### src/rtl/decr_pkg.sv
package decr_pkg;

  typedef struct packed {
    logic irq_en;
    logic auto_rld;
  } decr_ctl_t;

  typedef enum logic [2:0] {
    OP_HOLD,
    OP_LOAD,
    OP_DEC,
    OP_RELOAD,
    OP_PARK
  } decr_op_e;

  // Picks what the counter does this cycle; a software load wins over everything.
  function automatic decr_op_e pick_op(input logic wr, input logic tick,
                                       input logic at_zero, input logic at_one,
                                       input logic auto_rld);
    if (wr)                       return OP_LOAD;
    else if (!tick)               return OP_HOLD;
    else if (at_zero)             return OP_PARK;
    else if (at_one && auto_rld)  return OP_RELOAD;
    else                          return OP_DEC;
  endfunction

  // New flag value: a set beats a clear in the same cycle.
  function automatic logic flag_next(input logic cur, input logic set,
                                     input logic clr);
    return set | (cur & ~clr);
  endfunction

endpackage

### src/rtl/decr_counter.sv
module decr_counter
  import decr_pkg::*;
#(
  parameter int W = 32
) (
  input  logic         clk,
  input  logic         rst_n,
  input  logic         tick,
  input  logic         wr,
  input  logic [W-1:0] wdata,
  input  logic [W-1:0] rld_val,
  input  logic         auto_rld,
  output logic [W-1:0] count,
  output logic         expire
);

  localparam logic [W-1:0] ONE = W'(1);

  logic     at_zero, at_one;
  decr_op_e op;
  logic [W-1:0] cnt_d;

  assign at_zero = (count == '0);
  assign at_one  = (count == ONE);

  always_comb begin
    op = pick_op(wr, tick, at_zero, at_one, auto_rld);
    unique case (op)
      OP_LOAD:   cnt_d = wdata;
      OP_DEC:    cnt_d = count - ONE;
      OP_RELOAD: cnt_d = rld_val;
      OP_PARK:   cnt_d = '0;
      default:   cnt_d = count;
    endcase
  end

  // Expiry: a tick (not overridden by a write) that consumes the last unit.
  assign expire = tick & ~wr & at_one;

  always_ff @(posedge clk or negedge rst_n) begin
    if (!rst_n) count <= '0;
    else        count <= cnt_d;
  end

endmodule

### src/rtl/decr_reg.sv
module decr_reg #(
  parameter int W = 32
) (
  input  logic         clk,
  input  logic         rst_n,
  input  logic         we,
  input  logic [W-1:0] wdata,
  output logic [W-1:0] q
);

  always_ff @(posedge clk or negedge rst_n) begin
    if (!rst_n)  q <= '0;
    else if (we) q <= wdata;
  end

endmodule

### src/rtl/decr_ctl_reg.sv
module decr_ctl_reg
  import decr_pkg::*;
#(
  parameter int CW      = 32,
  parameter int IE_POS  = 26,
  parameter int ARE_POS = 22
) (
  input  logic          clk,
  input  logic          rst_n,
  input  logic          we,
  input  logic [CW-1:0] wdata,
  output decr_ctl_t     ctl
);

  always_ff @(posedge clk or negedge rst_n) begin
    if (!rst_n) begin
      ctl <= '0;
    end else if (we) begin
      ctl.irq_en   <= wdata[IE_POS];
      ctl.auto_rld <= wdata[ARE_POS];
    end
  end

endmodule

### src/rtl/decr_flag.sv
module decr_flag
  import decr_pkg::*;
#(
  parameter int SW     = 32,
  parameter int ST_POS = 27
) (
  input  logic          clk,
  input  logic          rst_n,
  input  logic          set,
  input  logic          we,
  input  logic [SW-1:0] wdata,
  output logic          flag
);

  logic clr;
  assign clr = we & wdata[ST_POS];

  always_ff @(posedge clk or negedge rst_n) begin
    if (!rst_n) flag <= 1'b0;
    else        flag <= flag_next(flag, set, clr);
  end

endmodule

### src/rtl/autoreload_decrementer.sv
module autoreload_decrementer
  import decr_pkg::*;
#(
  parameter int W       = 32,
  parameter int CW      = 32,
  parameter int IE_POS  = 26,
  parameter int ARE_POS = 22,
  parameter int ST_POS  = 27
) (
  input  logic          clk,
  input  logic          rst_n,
  input  logic          tick,
  input  logic          cnt_we,
  input  logic [W-1:0]  cnt_wdata,
  input  logic          rld_we,
  input  logic [W-1:0]  rld_wdata,
  input  logic          ctl_we,
  input  logic [CW-1:0] ctl_wdata,
  input  logic          sts_we,
  input  logic [CW-1:0] sts_wdata,
  output logic          irq,
  output logic [W-1:0]  cnt_value
);

  // Named internal events for the checker.
  logic [W-1:0] cnt_q;
  logic [W-1:0] rld_q;
  decr_ctl_t    ctl_q;
  logic         sts_q;
  logic         expire_evt;

  decr_counter #(.W(W)) u_cnt (
    .clk(clk), .rst_n(rst_n), .tick(tick), .wr(cnt_we), .wdata(cnt_wdata),
    .rld_val(rld_q), .auto_rld(ctl_q.auto_rld), .count(cnt_q),
    .expire(expire_evt)
  );

  decr_reg #(.W(W)) u_rld (
    .clk(clk), .rst_n(rst_n), .we(rld_we), .wdata(rld_wdata), .q(rld_q)
  );

  decr_ctl_reg #(.CW(CW), .IE_POS(IE_POS), .ARE_POS(ARE_POS)) u_ctl (
    .clk(clk), .rst_n(rst_n), .we(ctl_we), .wdata(ctl_wdata), .ctl(ctl_q)
  );

  decr_flag #(.SW(CW), .ST_POS(ST_POS)) u_sts (
    .clk(clk), .rst_n(rst_n), .set(expire_evt), .we(sts_we),
    .wdata(sts_wdata), .flag(sts_q)
  );

  assign irq       = sts_q & ctl_q.irq_en;
  assign cnt_value = cnt_q;

endmodule

### config.mk
export PLATFORM = sky130hd
export DESIGN_NAME = autoreload_decrementer
export DESIGN_NICKNAME = d
export VERILOG_FILES = /design/src/rtl/decr_pkg.sv /design/src/rtl/decr_counter.sv /design/src/rtl/decr_reg.sv /design/src/rtl/decr_ctl_reg.sv /design/src/rtl/decr_flag.sv /design/src/rtl/autoreload_decrementer.sv
export SDC_FILE = /design/constraint.sdc
export NUM_CORES = 1
export LEC_CHECK = 0
export ABC_AREA = 1
export BUFFER_PORTS_ARGS = -buffer_cell sky130_fd_sc_hd__buf_2
export CAP_MARGIN = 10
export CORE_MARGIN = 2
export CORE_UTILIZATION = 48
export CTS_CLUSTER_SIZE = 20
export DETAILED_ROUTE_END_ITERATION = 8
export PLACE_DENSITY = 0.91
export SLEW_MARGIN = 0
export SYNTH_ARGS = -nofsm -noshare
export SYNTH_HDL_FRONTEND = slang
export SYNTH_SLANG_ARGS = --single-unit
### constraint.sdc
create_clock -name clk -period 1.8 [get_ports clk]
set_input_delay 0.09 -clock clk [delete_from_list [all_inputs] [get_ports clk]]
set_output_delay 0.09 -clock clk [all_outputs]
set_load 0.02 [all_outputs]
== Word level (Yosys, flattened, before mapping) ==
Index checks and enable logic that the tools add are counted.
Word-level totals
  register bits after elaboration: 67
  logic and storage cells: 27
  bits in writable memories: 0
  input port bits: 135
  latch bits: 0
  memories kept: 0
  ROM bits: 0
Cells by class
  multiplexer cells: 5
  shift operators: 0
  $add $sub $neg: 1
  reductions and logical operators: 3
  equal/unequal tests: 5
  div/mod/pow operators: 0
  order comparisons: 0
  bitwise operators: 8
  multiply operators: 0
Operators by type and width (count)
  $pmux W32 S4: 1
  $eq A32 B1 Y1 const B: 1
  $logic_not A32 Y1: 1
  $sub A32 B1 Y32 const B: 1
  $mux W3: 3
  $eq A3 B2 Y1 const B: 2
  $and A1 B1 Y1: 5
  $reduce_bool A4 Y1: 1
  $eq A3 B1 Y1 const B: 1
  $eq A3 B3 Y1 const B: 1
  $not A1 Y1: 2
  $logic_and A1 B1 Y1: 1
  $mux W1: 1
  $or A1 B1 Y1: 1

== Longest topological paths before layout ==
Gate-level depths: netlist of run 1.
  word-level depth: 8
  depth in mapped cells: 11
  depth with buffers taken out: 10

== By module ==
Synthesis of run 1 repeated with hierarchy kept, for this count alone.
Unflattened totals
  cell total of the unflattened synthesis: 507
  area total of the unflattened synthesis: 4037.6 um2
Modules (own cells, without submodules)
  decr_counter: cells each 355, sequential area each 800.8 um2, area an instance 2621.3 um2, instances 1
  decr_reg: cells each 136, sequential area each 800.8 um2, area an instance 1292.5 um2, instances 1
  decr_ctl_reg: cells each 9, sequential area each 50.0 um2, area an instance 76.3 um2, instances 1
  decr_flag: cells each 5, sequential area each 25.0 um2, area an instance 40.0 um2, instances 1
  autoreload_decrementer: cells each 2, sequential area each 0.0 um2, area an instance 7.5 um2, instances 1

== Worst setup path after synthesis of run 1 ==
OpenSTA, ideal clock, no wires.
  path type: reg2reg
  from: register u_cnt.count[0]
  to: register u_cnt.count[30]
  stages on the path, launching flop included: 10
  setup time: 127 ps
  buffers on the path: 0
  slack: 96 ps
  clock period less this slack: 1704 ps
  arrival time: 1577 ps
  data required time: 1673 ps
  cells stage by stage: dfrtp_1 -> inv_1 -> ha_1 -> nand2_1 -> nor2_1 -> nand2_1 -> nor3_1 -> nor2_1 -> nand2_1 -> nand3_1
Between the ends
  longest elaborated chain between the ends: 8
  elaborated cells between the ends (all ways): 14
  classes of those cells: add/sub: 1; eq/ne: 5; mux: 5; reduce/logical: 3
RTL lines
  start, declared: line decr_counter.sv:13  | output logic [W-1:0] count,
  start signal, assigned: line decr_counter.sv:42  | else count <= cnt_d;
  $eq A32 B1 Y1: line decr_counter.sv:24  | assign at_one = (count == ONE);
  $logic_and A1 B1 Y1: line decr_pkg.sv:23  | else if (at_one && auto_rld) return OP_RELOAD;
  $mux W1: line decr_pkg.sv:23
  $mux W3: line decr_pkg.sv:22  | else if (at_zero) return OP_PARK;
  $mux W3: line decr_pkg.sv:21  | else if (!tick) return OP_HOLD;
  $mux W3: line decr_pkg.sv:20  | if (wr) return OP_LOAD;
  $eq A3 B3 Y1 (tied with other cells): line decr_counter.sv:28  | unique case (op)
  $pmux W32 S4 or $reduce_bool A4 Y1 (tied branches)
Several ways; a longest one is shown, not always the timed one.
A chain may end at the register's enable or synchronous reset.

== Worst setup path after layout of run 1 ==
  from: register u_cnt.count[25]
  to: register u_cnt.count[6]
Between the ends
  longest elaborated chain between the ends: 8
  elaborated cells between the ends (all ways): 13
  classes of those cells: eq/ne: 5; mux: 5; reduce/logical: 3
RTL lines (line)
  $eq A32 B1 Y1: decr_counter.sv:24
  $logic_and A1 B1 Y1: decr_pkg.sv:23
  $mux W1: decr_pkg.sv:23
  $mux W3 (*): decr_pkg.sv:22
  $mux W3 (*): decr_pkg.sv:21
  $mux W3 (*): decr_pkg.sv:20
  $eq A3 B3 Y1 (tied with other cells): decr_counter.sv:28
  $pmux W32 S4 or $reduce_bool A4 Y1 (tied branches)
Mark *: on every way between the ends. The rest lies on a longest branch, timed or not.

==> results of run 1 <==
critical path, cell delays in order, from the launching register on:
cell	delay, ns
dfrtp_1	0.40
nor2_1	0.21
nand2_1	0.13
nor2_4	0.13
nand2_2	0.09
nor2_2	0.11
nand2_2	0.10
nor2_4	0.18
buf_12	0.16
nand2_1	0.08
nand3_1	0.10
stage by stage:
step	total power [mW]	setup TNS (ns)	hold WS (ns)	setup WS [ns]	std cells
final	4.42	0	-0.00211	0.0495	788
after floorplan	2.37	0	-0.206	0.0963	491
after global routing	4.61	-0.422	0.00418	-0.0556	788
after detailed placement	2.81	0	0.140	0.00405	722
after global placement	2.77	0	0.129	0.0901	722
after CTS	4.33	0	0.000481	0.00318	782
Yosys cell counts, types with 7 or more instances:
master	number	area share (%)
clkbuf_1	8	0.76
xor2_1	9	2.0
xnor2_1	7	1.5
nand4_1	9	1.4
nor2_1	74	7.0
nand3_1	77	9.7
inv_1	38	3.6
dfrtp_1	67	42
mux2_2	34	9.7
a22oi_1	32	6.1
nand2_1	99	9.4
cell type report:
type	instances	area (sq um)
clock buffers	12	155
multi-input cells	366	2150
repair buffers	196	1360
inverters	38	143
clock inverters	4	72.6
fillers	633	2390
flip-flops and latches	67	1680
well taps	105	131
routing by layer:
| layer | vias to the layer above | GRT usage (%) |
|---|---|---|
| li1 | 2015 | - |
| met3 | 50 | 7.50 |
| met2 | 215 | 51.2 |
| met5 | - | 0 |
| met4 | 0 | 12.1 |
| met1 | 2070 | 37.0 |
logic make-up (layout without fill, tap and decap cells):
| family | after synthesis | count (layout) | share of synthesized area (%) |
|---|---|---|---|
| buf+inv | 58 | 250 | 6.17 |
| simple gates | 278 | 278 | 30.9 |
| mux | 34 | 34 | 9.67 |
| compound gates | 35 | 35 | 6.45 |
| flops | 67 | 67 | 42.4 |
| fa+ha+maj | 3 | 3 | 0.949 |
| xor+xnor | 16 | 16 | 3.54 |
flip-flops by register name (all words and copies together), names as in the netlist:
register / cells
u_cnt.count: 32
u_ctl.ctl: 2
u_rld.q: 32
u_sts.flag: 1
final timing paths:
check                                 from             end  cells past startpoint  slack (ns)
setup / recovery           u_cnt.count[25]  u_cnt.count[6]                     10        0.05
hold / removal                cnt_wdata[2]  u_cnt.count[2]                      3      -0.002
setup reg to reg           u_cnt.count[25]  u_cnt.count[6]                     10        0.05
hold reg to reg                 u_sts.flag      u_sts.flag                      2        0.49
max in group asynchronous            rst_n  u_cnt.count[3]                      3        1.17
min in group asynchronous            rst_n      u_rld.q[5]                      3        0.32
timing repair:
action | in CTS | in global routing
buffers inserted | 1 | 5
hold buffers | 43 | 0
endpoints found under the hold margin | 109 | 0
gates cloned | 0 | 1
setup endpoints to repair | 4 | 32
pin swaps | 1 | 5
resized for setup | 5 | 38
power groups by stage:
stage | Combinational [mW] | Clock, mW | Sequential (mW)
5_1_grt | 1.26 | 1.53 | 1.82
3_3_place_gp | 0.975 | 0 | 1.80
6_report | 1.16 | 1.45 | 1.80
4_1_cts | 1.10 | 1.45 | 1.78
3_5_place_dp | 1.01 | 0 | 1.81
2_1_floorplan | 0.460 | 0 | 1.91
==> impl_metrics.py, run 1 <==
metrics = {
    "drt": {
        "drt-initial-drc-count": 326,
        "routed-wl-met2_microns": 6390,
        "dr.max_layer_used": "met4",
        "wl_met1_microns": 5400,
        "route.met3.wl_microns": 1000,
        "drc": 0,
        "drt_wl_total_microns": 13200,
        "detail-route-antenna-nets": 0,
        "first_pass_iters": 5,
        "wire_per_inst_microns": 16.8,
        "viasPerCell": 5.52,
        "num_vias": 4350,
    },
    "yosys": {
        "async_flop_share_pct": 100,
        "synthCells": 491,
        "seq_area_frac_synth_pct": 42.4,
        "syn_nets": 629,
        "ys_seq_elements": 67,
        "synth.yosys.warnings": 0,
        "synth_ff_type": "dfrtp_1",
        "synth_area_sq_um": 3960,
        "synth_cell_types": 22,
        "synth_edf_count": 0,
        "syn_area_per_cell_sq_um": 8.06,
    },
    "layout": {
        "drive_above_1_share_pct": 36.7,
        "nets": 816,
        "mostFrequentLayoutCell": "buf_2",
        "syn_to_final_growth_pct": 44.0,
        "postLayoutCoreUtil_pct": 70.4,
        "n_antenna_cell": 0,
        "stdcell_area_sq_um": 5700,
        "final_cell_mix": "106 x buf_2, 92 x nand2_1, 75 x nand3_1",
    },
    "sta": {
        "worstMarginPinSlew_ns": 0.685,
        "skew_ns": 0.0140,
        "fin_crit_ns": 1.75,
        "rsz0062_at_grt": "true",
        "fmax_mhz": 571,
        "slew_headroom_pct": 54.3,
        "hold_violations": 1,
        "fin_hold_ws_ns": -0.00211,
        "setup_violations": 0,
        "fin_crit_sh_pct": 97.3,
        "finalMaxSlewViolations": 0,
    },
    "global_route": {
        "grt_pass1_vias": 4486,
        "grt_start_max_net_pins": 68,
        "grt_pass1_wl_microns": 21000,
        "antenna_found_initial": 0,
        "gr-total-overflow": 0,
        "grt_use_total_pct": 30.3,
    },
    "power_and_ir_drop": {
        "combPwrFrac_pct": 26.3,
        "p_int_mw": 3.03,
        "pwr-share-clk_pct": 32.9,
        "p_leak_nw": 2.70,
        "ir_worst_vdd_v": 0.000585,
        "p_switching_mw": 1.39,
        "power_frac_seq_pct": 40.8,
        "power.density_nw_per_um2": 776,
        "switching_share_pct": 31.5,
    },
    "setup_path": {
        "startpoint_type": "flip-flop",
        "worstPathMaxFanout": 10,
        "critical_path_class": "reg -> reg",
        "worstPathArrival_ns": 2.04,
        "required_ns": 2.09,
        "cp-end-kind": "flip-flop",
    },
    "placed_design": {
        "placed_cell_area_sq_um": 4850,
        "dp_hpwl_microns": 8620,
        "place.gp.congestion": 0.946,
        "io_buffer_count": 106,
    },
    "cts": {
        "clock-sinks": 67,
        "insertion_delay_ns": 0.36,
        "cts.path.max_buffers": 2,
        "cts_tree": "built",
        "numCtsBuffers": 9,
        "cts_root_buf": "clkbuf_8",
        "clkTransAtPathRegs_ns": 0.08,
        "h-tree-depth": 3,
    },
    "die": {
        "core_area_sq_um": 8090,
        "die-area_sq_um": 8990,
        "ioPinCount": 168,
        "die-width_microns": 94.8,
        "die_h_microns": 94.8,
        "rows": 33,
        "start_util_pct": 48.9,
    },
    "run_status": {
        "status": "finished with violations",
        "violations": "hold timing",
    },
    "flow_run": {
        "max_cap_violations": 0,
    },
    "hold_path": {
        "hold_path.class": "in -> reg",
    },
}
Power figures use the tool's default switching activity.
==> inputs of run 2 (changes only) <==
SETUP_SLACK_MARGIN = 0.2   (was default)
==> run 2 against run 1 <==
Compared with the run above: the flow finishes with violations (hold timing, setup timing); setup slack got worse by 0.11 ns; flip-flop and latch count unchanged; die area did not move; sequential power is 2% higher; clock-buffer cell count down 3; global-route usage is 2.9 points higher; design area up 15%; clock skew is 0.0042 ns higher; utilization grew 11 points; critical path type unchanged.
==> impl_metrics.py, run 2 (synthesis gave the netlist of run 1 again) <==
metrics = {
    "run_status": {
        "status": "finished with violations",
        "violations": "hold timing, setup timing",
    },
    "cts": {
        "cts.path.max_buffers": 2,
        "cts_tree": "built",
        "numCtsBuffers": 9,
        "cts_root_buf": "clkbuf_8",
        "insertion_delay_ns": 0.36,
        "clock-sinks": 67,
        "clkTransAtPathRegs_ns": 0.09,
        "h-tree-depth": 3,
    },
    "setup_path": {
        "critical_path_class": "reg -> reg",
        "cp-end-kind": "flip-flop",
        "startpoint_type": "flip-flop",
        "worstPathArrival_ns": 2.09,
        "required_ns": 2.03,
        "worstPathMaxFanout": 5,
        "crit_path_start": "u_cnt.count[22]",
        "rr_startpoint": "u_cnt.count[22]",
    },
    "sta": {
        "fmax_mhz": 537,
        "rsz0062_at_grt": "true",
        "slew_headroom_pct": 62.3,
        "fin_crit_ns": 1.86,
        "setup_violations": 15,
        "worstMarginPinSlew_ns": 0.565,
        "hold_violations": 1,
        "skew_ns": 0.0183,
        "finalWorstSetupSlack_ns": -0.0618,
        "fin_hold_ws_ns": -0.00564,
        "finalMaxSlewViolations": 0,
        "fin_crit_sh_pct": 103,
    },
    "die": {
        "die-width_microns": 94.8,
        "start_util_pct": 48.9,
        "ioPinCount": 168,
        "rows": 33,
        "die-area_sq_um": 8990,
        "die_h_microns": 94.8,
        "core_area_sq_um": 8090,
    },
    "layout": {
        "nets": 858,
        "top_regs": "u_cnt.count (32), u_rld.q (32), u_ctl.ctl (2)",
        "postLayoutCoreUtil_pct": 81.2,
        "syn_to_final_growth_pct": 66.1,
        "mostFrequentLayoutCell": "buf_2",
        "n_antenna_cell": 0,
        "final_cell_mix": "106 x buf_2, 60 x buf_4, 55 x nand2_1",
        "drive_above_1_share_pct": 53.2,
    },
    "flow_run": {
        "max_cap_violations": 0,
    },
    "drt": {
        "detail-route-antenna-nets": 0,
        "drt_wl_total_microns": 16300,
        "viasPerCell": 5.91,
        "drt-initial-drc-count": 512,
        "wire_per_inst_microns": 19.6,
        "first_pass_iters": 8,
        "drc": 0,
        "num_vias": 4902,
    },
    "global_route": {
        "grt_pass1_wl_microns": 22800,
        "antenna_found_initial": 0,
        "grt_use_total_pct": 33.2,
        "gr-total-overflow": 0,
        "grt_start_max_net_pins": 68,
        "grt_pass1_vias": 4672,
    },
    "hold_path": {
        "hold_path.class": "in -> reg",
        "hp-start": "ctl_we",
    },
    "placed_design": {
        "io_buffer_count": 106,
        "place.gp.congestion": 0.912,
        "dp_hpwl_microns": 8790,
    },
    "power_and_ir_drop": {
        "total_power_mw": 4.59,
        "p_leak_nw": 3.19,
        "power.density_nw_per_um2": 698,
        "ir_worst_vdd_v": 0.000514,
    },
}
==> run 2: cell types whose count changed in the layout (fill, tap and decap cells not counted), moves of 17 or more <==
cell	change
dfrtp_2	+17
nand3_2	+29
nand2_1	-37
nand3_1	-30
dfrtp_1	-17
nand2_4	+18
nand2_2	+19
buf_4	+17
==> run 2: layout make-up <==
| class | count | area (sq um) |
|---|---|---|
| Multi-Input combinational cell | 367 | 2630 |
| Clock buffer | 9 | 124 |
| Sequential cell | 67 | 1710 |
| Timing Repair Buffer | 237 | 1770 |
| Inverter | 38 | 145 |
| Tap cell | 105 | 131 |
| Fill cell | 488 | 1520 |
| Clock inverter | 7 | 68.8 |
==> run 2: worst paths after layout <==
check	endpoint	slack, ns	cells past startpoint
worst max-delay path	u_cnt.count[1]	-0.06	11
worst min-delay path	u_ctl.ctl[0]	-0.006	2
worst max register to register	u_cnt.count[1]	-0.06	11
worst min register to register	u_cnt.count[15]	0.49	2
max in group asynchronous	u_cnt.count[16]	1.17	3
min in group asynchronous	u_cnt.count[2]	0.27	3
==> run 2: power breakdown <==
| group | total [mW] | switching, mW | internal (mW) |
|---|---|---|---|
| combinational | 1.48 | 0.817 | 0.668 |
| sequential | 1.84 | 0.166 | 1.67 |
| clock | 1.27 | 0.633 | 0.634 |
==> run 2: timing repair <==
| action | CTS | global route |
|---|---|---|
| pin swaps | 12 | 26 |
| buffers inserted | 22 | 5 |
| resized for setup | 57 | 117 |
| endpoints found under the setup margin | 32 | 33 |
| gates cloned | 2 | 2 |
| hold endpoints to repair | 117 | 1 |
| hold buffers | 51 | 1 |
==> run 2: critical path: stages, from the launching register on <==
cell	delay (ns)
dfrtp_2	0.43
nor2_4	0.14
nand2_2	0.09
nor2_4	0.14
buf_4	0.13
nand4_1	0.15
nand2_2	0.14
buf_6	0.13
nor2_4	0.06
buf_12	0.15
nand2_2	0.06
nand3_2	0.09
==> run 2: layer usage <==
layer	up-vias	part of all wire, %	track usage [%]
met2	364	49	57.1
li1	2101	-	-
met1	2311	35	39.4
met3	126	9.3	8.30
met4	0	6.9	13.9
met5	-	0	0
==> run 2: through the flow <==
step	hold WS [ns]	instances	setup TNS, ns	worst slack [ns]	cell area (sq um)
after CTS	0.00171	822	0	0.137	6010
after global routing	0.00799	830	-1.81	-0.118	6570
final	-0.00564	830	-0.332	-0.0618	6570
after detailed placement	0.140	731	-0.0457	-0.0256	4940
after floorplan	-0.206	491	0	0.202	4000
after global placement	0.134	731	0	0.0285	4940
==> inputs of run 3 (changes only) <==
ABC_AREA = default   (was 1)
CORE_UTILIZATION = 47   (was 48)
PLACE_DENSITY = 0.92   (was 0.91)
==> run 3 against run 2 <==
Compared with the run above: the run ends with setup timing left; via count decreased by 20%; critical path type unchanged; clock-buffer cell count grew 3; worst hold slack improved by 0.032 ns; clock skew shrank 0.0071 ns; critical path depth shrank 2; largest power group unchanged; global-route usage fell by 3.7 points; cell count is 21% lower; non-clock buffer count fell by 6; flip-flop and latch count did not move; combinational power shrank 16%; setup slack got worse by 0.55 ns.
==> impl_metrics.py, run 3 <==
metrics = {
    "layout": {
        "postLayoutCoreUtil_pct": 78.9,
        "final_cell_mix": "106 x buf_2, 62 x buf_4, 59 x dfrtp_1",
        "n_antenna_cell": 0,
        "finalNonFillerCells": 652,
        "mostFrequentLayoutCell": "buf_2",
        "nets": 686,
        "top_regs": "u_cnt.count (32), u_rld.q (32), u_ctl.ctl (2)",
        "stdcell_area_sq_um": 5760,
        "drive_above_1_share_pct": 51.7,
        "syn_to_final_growth_pct": 61.1,
    },
    "cts": {
        "cts_root_buf": "clkbuf_8",
        "clkTransAtPathRegs_ns": 0.08,
        "cts_tree": "built",
        "clock-sinks": 67,
        "cts.path.max_buffers": 2,
        "insertion_delay_ns": 0.36,
        "numCtsBuffers": 9,
        "h-tree-depth": 3,
    },
    "sta": {
        "slew_headroom_pct": 40.9,
        "fin_crit_ns": 2.41,
        "fmax_mhz": 415,
        "finalSetupTns_ns": -16.47,
        "rsz0062_at_grt": "true",
        "fin_crit_sh_pct": 134,
        "finalMaxSlewViolations": 0,
        "worstMarginPinSlew_ns": 0.883,
        "hold_violations": 0,
        "skew_ns": 0.0112,
        "finalWorstSetupSlack_ns": -0.607,
        "fin_hold_ws_ns": 0.0259,
        "setup_violations": 33,
    },
    "setup_path": {
        "critical_path_class": "reg -> reg",
        "cp_top_family": "simple AND/OR/NAND/NOR gates",
        "cp_cell_sequence": "inv_2 -> ha_4 -> or4bb_4 -> nor4b_4 -> nor4b_4 -> buf_4 -> clkbuf_16 -> a221oi_4 -> o21ai_1",
        "worst-path-buf-inv": 3,
        "timing.critical_path.mode_cell": "nor4b_4",
        "cp-end-kind": "flip-flop",
        "crit_path_start": "u_cnt.count[0]",
        "cp.depth": 9,
        "rr_worst_depth": 9,
        "required_ns": 2.08,
        "crit_slowest_cell": "or4bb_4",
        "worstPathArrival_ns": 2.68,
        "rr_startpoint": "u_cnt.count[0]",
        "slowest_delay_ns": 0.54,
        "worstPathMaxFanout": 6,
        "startpoint_type": "flip-flop",
    },
    "power_and_ir_drop": {
        "p_int_mw": 3.03,
        "total_power_mw": 4.42,
        "switching_share_pct": 31.4,
        "ir_worst_vdd_v": 0.000411,
        "power_frac_seq_pct": 40.9,
        "pwr-share-clk_pct": 31.0,
        "power.density_nw_per_um2": 768,
        "combPwrFrac_pct": 28.1,
        "p_switching_mw": 1.39,
        "p_leak_nw": 2.53,
    },
    "global_route": {
        "antenna_found_initial": 0,
        "grt_pass1_wl_microns": 19200,
        "gr-total-overflow": 0,
        "grt_use_total_pct": 29.4,
        "grt_pass1_vias": 3908,
        "grt_start_max_net_pins": 68,
    },
    "hold_path": {
        "holdPathStages": 3,
        "hp-start": "cnt_wdata[10]",
        "hold_path.class": "in -> reg",
    },
    "yosys": {
        "synth.yosys.warnings": 0,
        "synthCells": 326,
        "ys_seq_elements": 67,
        "synth_edf_count": 0,
        "synthMuxAreaShare_pct": 10.7,
        "syn_area_per_cell_sq_um": 11.0,
        "yosysTopAreaCell": "dfrtp_1",
        "yosysTopAreaCellShare_pct": 46.9,
        "synthSimpleGateAreaFrac_pct": 15.2,
        "syn_nets": 464,
        "synthAdderAreaFrac_pct": 1.05,
        "synth.top_cells.by_count": "67 x dfrtp_1, 34 x mux2_2, 24 x a21oi_1, 24 x xnor2_1, 16 x o21ai_0",
        "post-synth-top-count-cell": "dfrtp_1",
        "synth_cell_types": 47,
        "synth_xor_area_share_pct": 6.87,
        "async_flop_share_pct": 100,
        "seq_area_frac_synth_pct": 46.9,
        "synth_ff_type": "dfrtp_1",
        "synth_top_family_by_area": "compound AO/OA/AOI/OAI gates",
        "synth-compound-area-share_pct": 15.9,
        "synth.top_cells.by_area": "dfrtp_1 47%, mux2_2 11%, xnor2_1 5.9%",
        "synth_area_sq_um": 3570,
    },
    "die": {
        "die_h_microns": 91.2,
        "start_util_pct": 49.0,
        "core_area_sq_um": 7290,
        "rows": 31,
        "ioPinCount": 168,
        "die-width_microns": 91.2,
        "die-area_sq_um": 8310,
    },
    "drt": {
        "viasPerCell": 5.99,
        "wire_per_inst_microns": 21.0,
        "drt_wl_total_microns": 13700,
        "drc": 0,
        "num_vias": 3907,
        "first_pass_iters": 5,
        "detail-route-antenna-nets": 0,
        "drt-initial-drc-count": 474,
    },
    "run_status": {
        "status": "finished with violations",
        "violations": "setup timing",
    },
    "placed_design": {
        "placed_cell_area_sq_um": 4660,
        "dp_cells": 573,
        "place.gp.congestion": 0.881,
        "dp_hpwl_microns": 7300,
        "dp_worst_setup_slack_ns": -0.393,
        "io_buffer_count": 106,
    },
    "flow_run": {
        "max_cap_violations": 0,
    },
}
## run 3: layout make-up
| cell class | instances | area, sq um |
|---|---|---|
| Tap cell | 99 | 124 |
| Fill cell | 426 | 1540 |
| Clock buffer | 12 | 165 |
| Sequential cell | 67 | 1690 |
| Timing Repair Buffer | 231 | 1720 |
| Multi-Input combinational cell | 236 | 2000 |
| Clock inverter | 4 | 47.5 |
| Inverter | 3 | 11.3 |
## run 3: cells by family (layout without fill, tap and decap cells)
logic type                 after synthesis  after routing
adders and majority gates                3              3
DFF                                     67             67
and+or+nand+nor                         87             87
AOI/OAI and AO/OA                       84             84
xor gates and xnor gates                28             28
buffers and inverters                   23            250
muxes                                   34             34
## run 3: power by group through the flow
stage,Clock (mW),Sequential [mW],Combinational [mW]
CTS,1.35,1.77,1.13
floorplan,0,1.92,0.403
global route,1.45,1.82,1.31
global placement,0,1.78,0.983
finish,1.37,1.81,1.24
detailed placement,0,1.79,1.02
## run 3: worst paths after layout
| kind | slack [ns] | end |
|---|---|---|
| worst max-delay path | -0.61 | u_cnt.count[2] |
| worst min-delay path | 0.03 | u_cnt.count[10] |
| worst max register to register | -0.61 | u_cnt.count[2] |
| worst min register to register | 0.51 | u_rld.q[30] |
| max in group asynchronous | 1.20 | u_cnt.count[12] |
| min in group asynchronous | 0.28 | u_ctl.ctl[0] |
## run 3: layer usage
metal | part of all wire [%] | GRT usage, % | wire [microns]
met5 | 0 | 0 | 0
met2 | 49 | 50.3 | 6670
met4 | 5.6 | 15.7 | 764
met3 | 9.8 | 6.97 | 1340
met1 | 36 | 34.2 | 4890
## run 3: repair_timing
| action | in CTS | in global routing |
|---|---|---|
| hold buffers | 48 | 0 |
| setup endpoints to repair | 33 | 33 |
| resized for setup | 19 | 33 |
| setup buffers | 5 | 4 |
| hold endpoints to repair | 112 | 0 |
| gates cloned | 3 | 3 |
| pin swaps | 4 | 12 |
## run 3: worst min-delay path: stages
cell,delay [ns]
buf_2,0.11
a221oi_2,0.07
o21ai_1,0.07
